--- src/rtl/freeze_seq.sv ---
module freeze_seq #(
  parameter int READS_NEEDED = 3
) (
  input  logic clk,
  input  logic rst_n,
  input  logic btn_i,
  input  logic cpu_rw,
  input  logic nmi_line_n,
  input  logic release_i,
  output logic ba_oe,
  output logic game_oe,
  output logic exrom_oe,
  output logic nmi_oe
);

  localparam int CW = $clog2(READS_NEEDED + 1);
  localparam logic [CW-1:0] LAST = CW'(READS_NEEDED - 1);

  typedef enum logic [1:0] {IDLE, HALT, MAPPED, FROZEN} st_t;

  st_t st;
  logic sync_a, sync_b, btn_q;
  logic [CW-1:0] reads;

  wire press = sync_b & ~btn_q;

  always_ff @(posedge clk or negedge rst_n) begin
    if (!rst_n) begin
      sync_a <= 1'b1;
      sync_b <= 1'b1;
      btn_q  <= 1'b1;
    end else begin
      sync_a <= btn_i;
      sync_b <= sync_a;
      btn_q  <= sync_b;
    end
  end

  always_ff @(posedge clk or negedge rst_n) begin
    if (!rst_n) begin
      st    <= IDLE;
      reads <= '0;
    end else begin
      case (st)
        IDLE: begin
          reads <= '0;
          if (press) st <= HALT;
        end
        HALT: begin
          if (!cpu_rw) reads <= '0;
          else if (reads == LAST) begin
            reads <= '0;
            st    <= MAPPED;
          end else reads <= reads + 1'b1;
        end
        MAPPED: if (nmi_line_n) st <= FROZEN;
        FROZEN: if (release_i) st <= IDLE;
        default: st <= IDLE;
      endcase
    end
  end

  assign ba_oe    = (st == HALT) || (st == MAPPED);
  assign game_oe  = (st == MAPPED) || (st == FROZEN);
  assign nmi_oe   = (st == FROZEN);
  assign exrom_oe = 1'b0;

  AST_NMI_NEEDS_GAME: assert property (@(posedge clk) disable iff (!rst_n)
    nmi_oe |-> game_oe);
  AST_HALT_BEFORE_MAP: assert property (@(posedge clk) disable iff (!rst_n)
    $rose(game_oe) |-> $past(ba_oe) && $past(ba_oe, 2) && $past(ba_oe, 3));
  AST_MAP_KEEPS_BA: assert property (@(posedge clk) disable iff (!rst_n)
    $rose(game_oe) |-> ba_oe && !nmi_oe);
  AST_NMI_LINE_FREE: assert property (@(posedge clk) disable iff (!rst_n)
    $rose(nmi_oe) |-> $past(nmi_line_n) && !ba_oe);
  AST_NMI_STICKY: assert property (@(posedge clk) disable iff (!rst_n)
    nmi_oe && !release_i |=> nmi_oe);
  AST_RELEASE_CLEARS: assert property (@(posedge clk) disable iff (!rst_n)
    nmi_oe && release_i |=> !nmi_oe && !game_oe && !ba_oe);

endmodule

--- config.mk ---
export PLATFORM = sky130hd
export DESIGN_NAME = freeze_seq
export DESIGN_NICKNAME = d
export VERILOG_FILES = /design/src/rtl/freeze_seq.sv
export SDC_FILE = /design/constraint.sdc
export NUM_CORES = 1
export LEC_CHECK = 0
export BUFFER_PORTS_ARGS = -buffer_cell sky130_fd_sc_hd__buf_2
export CAP_MARGIN = 20
export CORE_MARGIN = 2
export CORE_UTILIZATION = 23
export CTS_CLUSTER_SIZE = 30
export DETAILED_ROUTE_END_ITERATION = 10
export GPL_ROUTABILITY_DRIVEN = 0
export PLACE_DENSITY = 0.41
export SYNTH_ARGS = -nofsm -noshare
export SYNTH_HDL_FRONTEND = slang
export SYNTH_SLANG_ARGS = --single-unit
--- constraint.sdc ---
create_clock -name clk -period 1.65 [get_ports clk]
set_input_delay 0.0825 -clock clk [delete_from_list [all_inputs] [get_ports clk]]
set_output_delay 0.0825 -clock clk [all_outputs]
set_load 0.02 [all_outputs]
== Yosys cells after proc, flatten, opt, wreduce, memory -nomap -nowiden ==
Cells that the tools add are included.

* Input port bits: 6
* Bits in registers: 7
* Output and inout port bits: 4

* Bitwise logic cells: 2
* Reductions and logical operators: 5
* Equal/unequal tests: 9
* Muxes and demuxes: 9
* $add $sub $neg: 1

{| class="wikitable"
|+ Operators by type and width
! operator !! count
|-
| $mux W2 || 7
|-
| $ne A2 B2 Y1 const B || 5
|-
| $pmux W2 S4 || 1
|-
| $eq A2 B2 Y1 const B || 3
|-
| $reduce_and A5 Y1 || 1
|-
| $pmux W2 S2 || 1
|-
| $add A2 B1 Y2 const B || 1
|-
| $eq A2 B1 Y1 const B || 1
|-
| $logic_not A2 Y1 || 1
|-
| $logic_or A1 B1 Y1 || 2
|-
| $reduce_bool A2 Y1 || 1
|-
| $and A1 B1 Y1 || 1
|-
| $not A1 Y1 || 1
|}

== Logic depth before layout (Yosys ltp) ==
Gate-level depths: netlist of run 1.

* Word-level depth: 4
* Mapped depth: 6

== Least setup slack after synthesis of run 1 ==
No wires, ideal clock.

* Path kind: reg-to-reg
* From: register st[0]
* To: register st[1]
* Clock period less this slack: 1.550 ns
* Stages on the path, launching flop included: 6
* Data required time: 1.525 ns
* Setup time: 0.125 ns
* Data arrival time: 1.425 ns
* Path slack: 0.100 ns
* Path through: dfrtp_1 -> ha_1 -> inv_1 -> o22ai_1 -> a221o_1 -> mux2_4

* Longest elaborated chain between the ends: 3

{| class="wikitable"
|+ RTL lines
! element !! line !! RTL
|-
| from (decl) || 21 || <nowiki>st_t st;</nowiki>
|-
| from (signal assigned) || 41 || <nowiki>st <= IDLE;</nowiki>
|-
| from (signal assigned) || 47 || <nowiki>if (press) st <= HALT;</nowiki>
|-
| from (signal assigned) || 53 || <nowiki>st <= MAPPED;</nowiki>
|-
| $eq A2 B2 Y1 (*) || n/a ||
|-
| via nmi_oe || 13 || <nowiki>output logic nmi_oe</nowiki>
|-
| $ne A2 B2 Y1 (no source line) || n/a ||
|-
| $reduce_and A5 Y1 (no source line) || n/a ||
|}

The timed path passes the listed nets; every way through them passes the cells marked *.
A chain may end at the register's enable or synchronous reset.

== Worst setup path after layout of run 1 ==
* From: register st[0]
* To: register st[1]

* Longest elaborated chain between the ends: 3

{| class="wikitable"
|+ RTL lines
! element !! line !! RTL
|-
| $eq A2 B1 Y1 (tied with other cells) || 44 || <nowiki>case (st)</nowiki>
|-
| $ne A2 B2 Y1 (no source line) || n/a ||
|-
| $reduce_and A5 Y1 (no source line) || n/a ||
|}

Several ways; a longest one is shown, not always the timed one.

==> results.toml, run 1 <==
[grt]
grt_antenna_before_repair = 0
grt_pass1_wl_microns = 903
grt_pass1_vias = 226
gr-total-overflow = 0
track_usage_pct = 7.11
grt_max_degree = 8

[worst_setup_path]
worstPathCellList = "inv_1 > ha_1 > inv_1 > o22ai_1 > a221o_1 > mux2_4"
end_kind = "register"
cp.arrival_ns = 1.67
critPathRequiredTime_ns = 1.78
critPathBufInv = 2
worst-setup-path-type = "reg2reg"
crit_fanout = 3
cp_slowest_cell = "dfrtp_1"
path_delay_family = "compound AO/OA/AOI/OAI gates"
start_kind = "register"
cp_common_cell = "inv_1"
slowest_delay_ns = 0.36

[synthesis]
yosys.area.top_type = "dfrtp_1"
yosysSeqAreaShare_pct = 51.3
synth.top_cell.area_share_pct = 28.7
ys_seq_elements = 7
ys_top_cells_by_area = "dfrtp_1 29%, dfstp_2 23%, ha_1 14%"
synth-edff-count = 0
synthArstFlopShare_pct = 100
syn_avg_cell_area_sq_um = 11.6
syn-instance-count = 30
synth_commonest_cells = "4 x dfrtp_1, 4 x ha_1, 4 x inv_1"
yosys_warnings = 0
synthFlopType = "dfrtp_1"
yosysUniqueCellTypes = 16
syn_nets = 40
syn-cell-area_sq_um = 349

[cells_and_area]
fin_nets = 54
drive_above_1_share_pct = 37.2
antenna_cells = 0
area_growth_pct = 28.3

[detailed_routing]
drtIter0Drc = 1
vias = 236
ant_nets = 0
drt_pre_antenna_iters = 3
wire_per_inst_microns = 8.81
drc = 0
routed_wl_microns = 520
vias_per_cell = 4.00

[timing]
post-route-period-util_pct = 93.5
slew_viol_final = 0
timing.hold.ws_ns = 0.191
tns_ns = 0
finalCriticalPeriod_ns = 1.54
worst_slack_ns = 0.107
max_freq_mhz = 648
finalHoldViolations = 0
finalSetupViolCount = 0
rsz0062_at_grt = "no"
skew_ns = 0.00128

[die]
core_area_sq_um = 1470
die_h_microns = 43.0
die_x_microns = 43.0
rows = 14
start_util_pct = 23.7
io_pins = 10
die_area_sq_um = 1850

[clock_tree]
cts_made_buffers = 3
root_buffer = "clkbuf_4"
cts_tree = "yes"
clkSinkCount = 7
clk_path_buf_depth = 2
worst_skew_pair.late_latency_ns = 0.25
postCtsSetupRepairBufs = 0
cts.clk_slew.worst_paths_ns = 0.05
h-tree-depth = 1

[power]
cellLeakagePower_nw = 0.231
p_per_area_nw_per_um2 = 1910
peakVddDrop_uv = 507

[place]
io_buffers = 8
place_ws_ns = 0.103

[flow_run]
cap_violations = 0

[run_status]
status = "completed"

[hold_path]
hold_class = "in2async"
-- timing repair --
item | CTS | global route
endpoints found under the hold margin | 8 | 0
resized for setup | 0 | 0
hold buffers | 2 | 0
-- flip-flops by register name (all words and copies together) (netlist names) --
| name | count |
|---|---|
| reads | 2 |
| sync_b | 1 |
| st | 2 |
| btn_q | 1 |
| sync_a | 1 |
-- routing by layer --
layer / up-vias / wire length (microns) / track usage [%]
met2: 11 / 218 / 8.18
met3: 3 / 54 / 2.98
li1: 120 / - / -
met5: - / 0 / 0
met4: 0 / 21 / 7.27
met1: 102 / 225 / 9.23
-- metrics by stage --
| step | util (%) | cell area (sq um) | power, mW | instances |
|---|---|---|---|---|
| 5_1_grt | 30.4 | 448 | 0.936 | 59 |
| 2_1_floorplan | - | 349 | 0.608 | 30 |
| 3_3_place_gp | 27.3 | 402 | 0.692 | 53 |
| 3_5_place_dp | 27.3 | 402 | 0.704 | 53 |
| 4_1_cts | 30.4 | 448 | 0.871 | 59 |
| 6_report | 30.4 | 448 | 0.854 | 59 |
-- report_power, final --
part	total, mW	internal, mW	switching [mW]	leakage [nW]
clock network	0.154	0.0922	0.0615	0.0150
logic	0.442	0.203	0.239	0.134
registers	0.258	0.224	0.0348	0.0820
total	0.854	0.519	0.335	0.231
-- kinds of logic (layout without fill, tap and decap cells) --
group	after synthesis	count (layout)	share of synthesized area, %
flip-flops	7	7	51.3
AND/OR/NAND/NOR	7	7	9.32
buffers and inverters	5	18	6.45
adder cells (fa/ha/maj)	4	4	14.3
AO/OA/AOI/OAI	3	3	7.17
multiplexers	3	3	10.4
other	1	1	1.07
-- placed cells by master, fill, tap and decap left out --
cell type and n:
buf_2 8, inv_1 4, ha_1 4, dfrtp_1 4, nor2_1 3, dfstp_2 3, clkbuf_4 3, nand2_1 2
dlygate4sd3_1 2, nand2b_1 1, nand3b_1 1, o22ai_1 1, a221o_1 1, mux2_4 1, a22o_1 1, mux2_2 1
mux2i_1 1, conb_1 1, clkbuf_1 1
-- path summary, 6_finish.rpt --
| check | start | to | slack [ns] | depth (start not counted) |
|---|---|---|---|---|
| worst max register to register | st[0] | st[1] | 0.11 | 6 |
| worst min-delay path | rst_n | st[0] | 0.19 | 2 |
| max in group asynchronous | rst_n | sync_a | 1.23 | 2 |
| worst max-delay path | st[0] | st[1] | 0.11 | 6 |
| worst min register to register | sync_a | sync_b | 0.36 | 0 |
| min in group clk | cpu_rw | reads[1] | 0.26 | 4 |
-- area by class of cell --
cell class / count / area (sq um)
tap: 16 / 20.0
sequential: 7 / 179
multi-input combinational: 18 / 148
timing repair buffer: 10 / 60.1
clock buffer: 4 / 26.3
fill: 165 / 1020
inverter: 4 / 15.0
-- worst register-to-register path, cell delays in order, from the launching register on --
cell,delay [ns]
dfrtp_1,0.36
inv_1,0.09
ha_1,0.22
inv_1,0.07
o22ai_1,0.07
a221o_1,0.31
mux2_4,0.31
No activity file was read; power rests on OpenSTA's default activity.
==> inputs of run 2 (changes only) <==
GPL_TIMING_DRIVEN = 0   (was default)
==> results.toml, run 2 (same netlist as run 1, synthesis figures left out) <==
[worst_setup_path]
slowest_delay_ns = 0.38
cp_slowest_cell = "dfrtp_1"
cp_common_cell = "inv_1"
cp.arrival_ns = 1.69
end_kind = "register"
path_delay_family = "flip-flops"
crit_start = "st[0]"
reg2reg_slack_ns = 0.09
r2r-start = "st[0]"
path_depth = 6
worst-setup-path-type = "reg2reg"
critPathBufInv = 2
start_kind = "register"
reg2regPathDepth = 6
critPathCapture = "st[1]"
worstPathCellList = "inv_1 > ha_1 > inv_1 > o22ai_1 > a221o_1 > mux2_4"
critPathRequiredTime_ns = 1.79
r2r-end = "st[1]"
crit_fanout = 3

[clock_tree]
cts.clk_slew.worst_paths_ns = 0.05
cts_tree = "yes"
root_buffer = "clkbuf_4"
cts_resized = 0
worst_skew_pair.late_latency_ns = 0.25
clk_path_buf_depth = 2
cts_made_buffers = 3
h-tree-depth = 1
clkSinkCount = 7

[die]
die_h_microns = 43.0
start_util_pct = 23.7
core_area_sq_um = 1470
die_area_sq_um = 1850
die_x_microns = 43.0
io_pins = 10
rows = 14

[flow_run]
cap_violations = 0

[timing]
post-route-period-util_pct = 94.4
worst_slack_ns = 0.0926
finalSetupViolCount = 0
slew_viol_final = 0
skew_ns = 0.00855
tns_ns = 0
rsz0062_at_grt = "no"
max_freq_mhz = 642
finalCriticalPeriod_ns = 1.56
finalHoldViolations = 0

[cells_and_area]
antenna_cells = 0
fin_nets = 55
final_common_cell = "buf_2"
final_cell_mix = "8 x buf_2, 4 x inv_1, 4 x ha_1, 4 x dfrtp_1"
area_growth_pct = 30.5
top_regs = "reads x2, st x2"
final_cell_area_sq_um = 455
drive_above_1_share_pct = 38.6

[power]
cellLeakagePower_nw = 0.236
power.total_mw = 0.861
peakVddDrop_uv = 688
p_per_area_nw_per_um2 = 1890

[hold_path]
hold_class = "in2async"

[run_status]
status = "completed"

[grt]
track_usage_pct = 7.90
grt_pass1_wl_microns = 1000
grt_antenna_before_repair = 0
gr-total-overflow = 0
grt_pass1_vias = 250
grt_max_degree = 8

[place]
placed_area_sq_um = 409
io_buffers = 8
place_hpwl_microns = 444
place_ws_ns = 0.104

[detailed_routing]
routed_wl_microns = 567
vias = 240
drt_pre_antenna_iters = 2
drtIter0Drc = 6
drc = 0
ant_nets = 0
wire_per_inst_microns = 9.45
vias_per_cell = 4.00
==> run 2: cell count changes in the layout (fill, tap and decap cells not counted) <==
cell,change
buf_4,+1
==> run 2: power by group <==
group | switching (mW) | internal (mW)
combinational | 0.242 | 0.205
sequential | 0.0378 | 0.224
clock | 0.0611 | 0.0922
==> run 2: area by class of cell <==
class | count | area (sq um)
inverter | 4 | 15.0
tap | 16 | 20.0
multi-input combinational | 18 | 148
timing repair buffer | 10 | 60.1
clock buffer | 4 | 26.3
fill | 165 | 1020
buffer | 1 | 7.51
sequential | 7 | 179
==> run 2: how the worst min path moves through the flow <==
stage	to	slack, ns
5_1_grt	st[0]	0.20
3_5_place_dp	st[1]	-0.08
2_1_floorplan	reads[0]	-0.21
6_report	st[1]	0.18
3_3_place_gp	st[1]	-0.08
4_1_cts	st[1]	0.18
==> run 2: layer usage <==
metal / global-route usage, % / share of wire (%) / vias up
met4: 1.82 / 0 / 0
li1: - / - / 123
met2: 10.6 / 44 / 8
met3: 7.66 / 6.9 / 0
met5: 0 / 0 / -
met1: 8.97 / 49 / 109
==> run 2: what timing repair did <==
action / in CTS / in global routing
hold buffers: 2 / 0
setup buffers: 0 / 0
hold endpoints to repair: 8 / 0
==> run 2: metrics by stage <==
step | cells | hold WS [ns] | utilization, %
after floorplan | 30 | -0.213 | -
after global placement | 54 | -0.0797 | 27.8
after detailed placement | 54 | -0.0803 | 27.8
after CTS | 60 | 0.183 | 31.0
after global routing | 60 | 0.196 | 31.0
final | 60 | 0.183 | 31.0
==> inputs of run 3 (changes only) <==
BUFFER_PORTS_ARGS = default   (was -buffer_cell sky130_fd_sc_hd__buf_2)
DONT_BUFFER_PORTS = 1   (was default)
PLACE_DENSITY = 0.35   (was 0.41)
SETUP_SLACK_MARGIN = 0.1   (was default)
clock period = 1.85 ns   (was 1.65 ns; I/O delays follow)
==> results.toml, run 3 (same netlist as run 1, synthesis figures left out) <==
[run_status]
status = "completed"

[detailed_routing]
vias_per_cell = 4.10
drc = 0
routed_wl_microns = 553
wire_per_inst_microns = 10.6
drt_pre_antenna_iters = 4
drtIter0Drc = 8
ant_nets = 0
top_layer_used = "met3"
wl_met3_microns = 34
vias = 213
wl_met2_microns = 270
wl_met1_microns = 249

[place]
place_hpwl_microns = 433
io_buffers = 0
place_ws_ns = 0.235

[clock_tree]
worst_skew_pair.late_latency_ns = 0.24
cts_made_buffers = 3
clkSinkCount = 7
cts.clk_slew.worst_paths_ns = 0.05
cts_tree = "yes"
root_buffer = "clkbuf_4"
clk_path_buf_depth = 2
cts_resized = 0
h-tree-depth = 1

[worst_setup_path]
end_kind = "register"
worstPathCellList = "ha_1 > inv_1 > o22ai_1 > a221o_1 > mux2_4"
start_kind = "register"
slowest_delay_ns = 0.41
worst-setup-path-type = "reg2reg"
critPathRequiredTime_ns = 1.97
crit_fanout = 4
cp_slowest_cell = "dfrtp_1"
cp.arrival_ns = 1.76

[timing]
rsz0062_at_grt = "no"
post-route-period-util_pct = 88.6
worst_slack_ns = 0.212
finalHoldViolations = 0
tns_ns = 0
timing.hold.ws_ns = 0.169
finalSetupViolCount = 0
finalCriticalPeriod_ns = 1.64
slew_viol_final = 0
max_freq_mhz = 610
skew_ns = 0.00182

[cells_and_area]
antenna_cells = 0
fin_nets = 47
post-route-util_pct = 28.2
drive_above_1_share_pct = 25.0
area_growth_pct = 19.0
final_cell_mix = "4 x inv_1, 4 x ha_1, 4 x dfrtp_1"
top_regs = "reads x2, st x2"

[die]
start_util_pct = 23.7
core_area_sq_um = 1470
die_x_microns = 43.0
io_pins = 10
rows = 14
die_h_microns = 43.0
die_area_sq_um = 1850

[power]
power.total_mw = 0.732
cellLeakagePower_nw = 0.204
p_per_area_nw_per_um2 = 1760
peakVddDrop_uv = 660

[grt]
grt_antenna_before_repair = 0
grt_pass1_vias = 238
gr-total-overflow = 0
grt_max_degree = 8
track_usage_pct = 7.72
grt_pass1_wl_microns = 972

[flow_run]
cap_violations = 0

[hold_path]
hold_class = "in2async"
run 3: per-layer routing:
metal	vias up	track usage [%]
met5	-	0
met4	0	7.27
met3	0	2.55
met2	8	11.2
met1	97	8.68
li1	108	-
run 3: metrics by stage:
step	instances	area, sq um
after floorplan	30	349
after global placement	46	369
after detailed placement	46	369
after CTS	52	415
after global routing	52	415
final	52	415
run 3: critical path, delay by kind of cell (launching register included):
family                   cells  cell delay (ns)
buffers and inverters        1             0.10
flip-flops                   1             0.41
adder cells (fa/ha/maj)      1             0.29
multiplexers                 1             0.31
AO/OA/AOI/OAI                2             0.41
run 3: final cells by class:
cell class	count	area, sq um
fill	166	1060
sequential	7	179
multi-input combinational	18	148
clock buffer	4	26.3
timing repair buffer	2	20.0
tap	16	20.0
inverter	4	15.0
buffer	1	7.51
run 3: repair_timing:
item | in CTS | in global routing
endpoints found under the setup margin | 0 | 0
hold endpoints to repair | 8 | 0
hold buffers | 2 | 0
buffers inserted | 0 | 0
run 3: report_power, final:
group / total, mW / switching [mW] / internal (mW) / leakage, nW
Sequential: 0.233 / 0.0340 / 0.199 / 0.0820
Clock: 0.132 / 0.0498 / 0.0819 / 0.0150
Combinational: 0.366 / 0.208 / 0.158 / 0.107
run 3: final timing paths:
| check | from | to | slack, ns | cells past startpoint |
|---|---|---|---|---|
| worst max-delay path | st[1] | st[1] | 0.21 | 5 |
| worst min-delay path | rst_n | reads[0] | 0.17 | 1 |
| worst max register to register | st[1] | st[1] | 0.21 | 5 |
| worst min register to register | sync_a | sync_b | 0.36 | 0 |
| max in group asynchronous | rst_n | sync_a | 1.40 | 1 |
| min in group clk | cpu_rw | reads[0] | 0.18 | 3 |
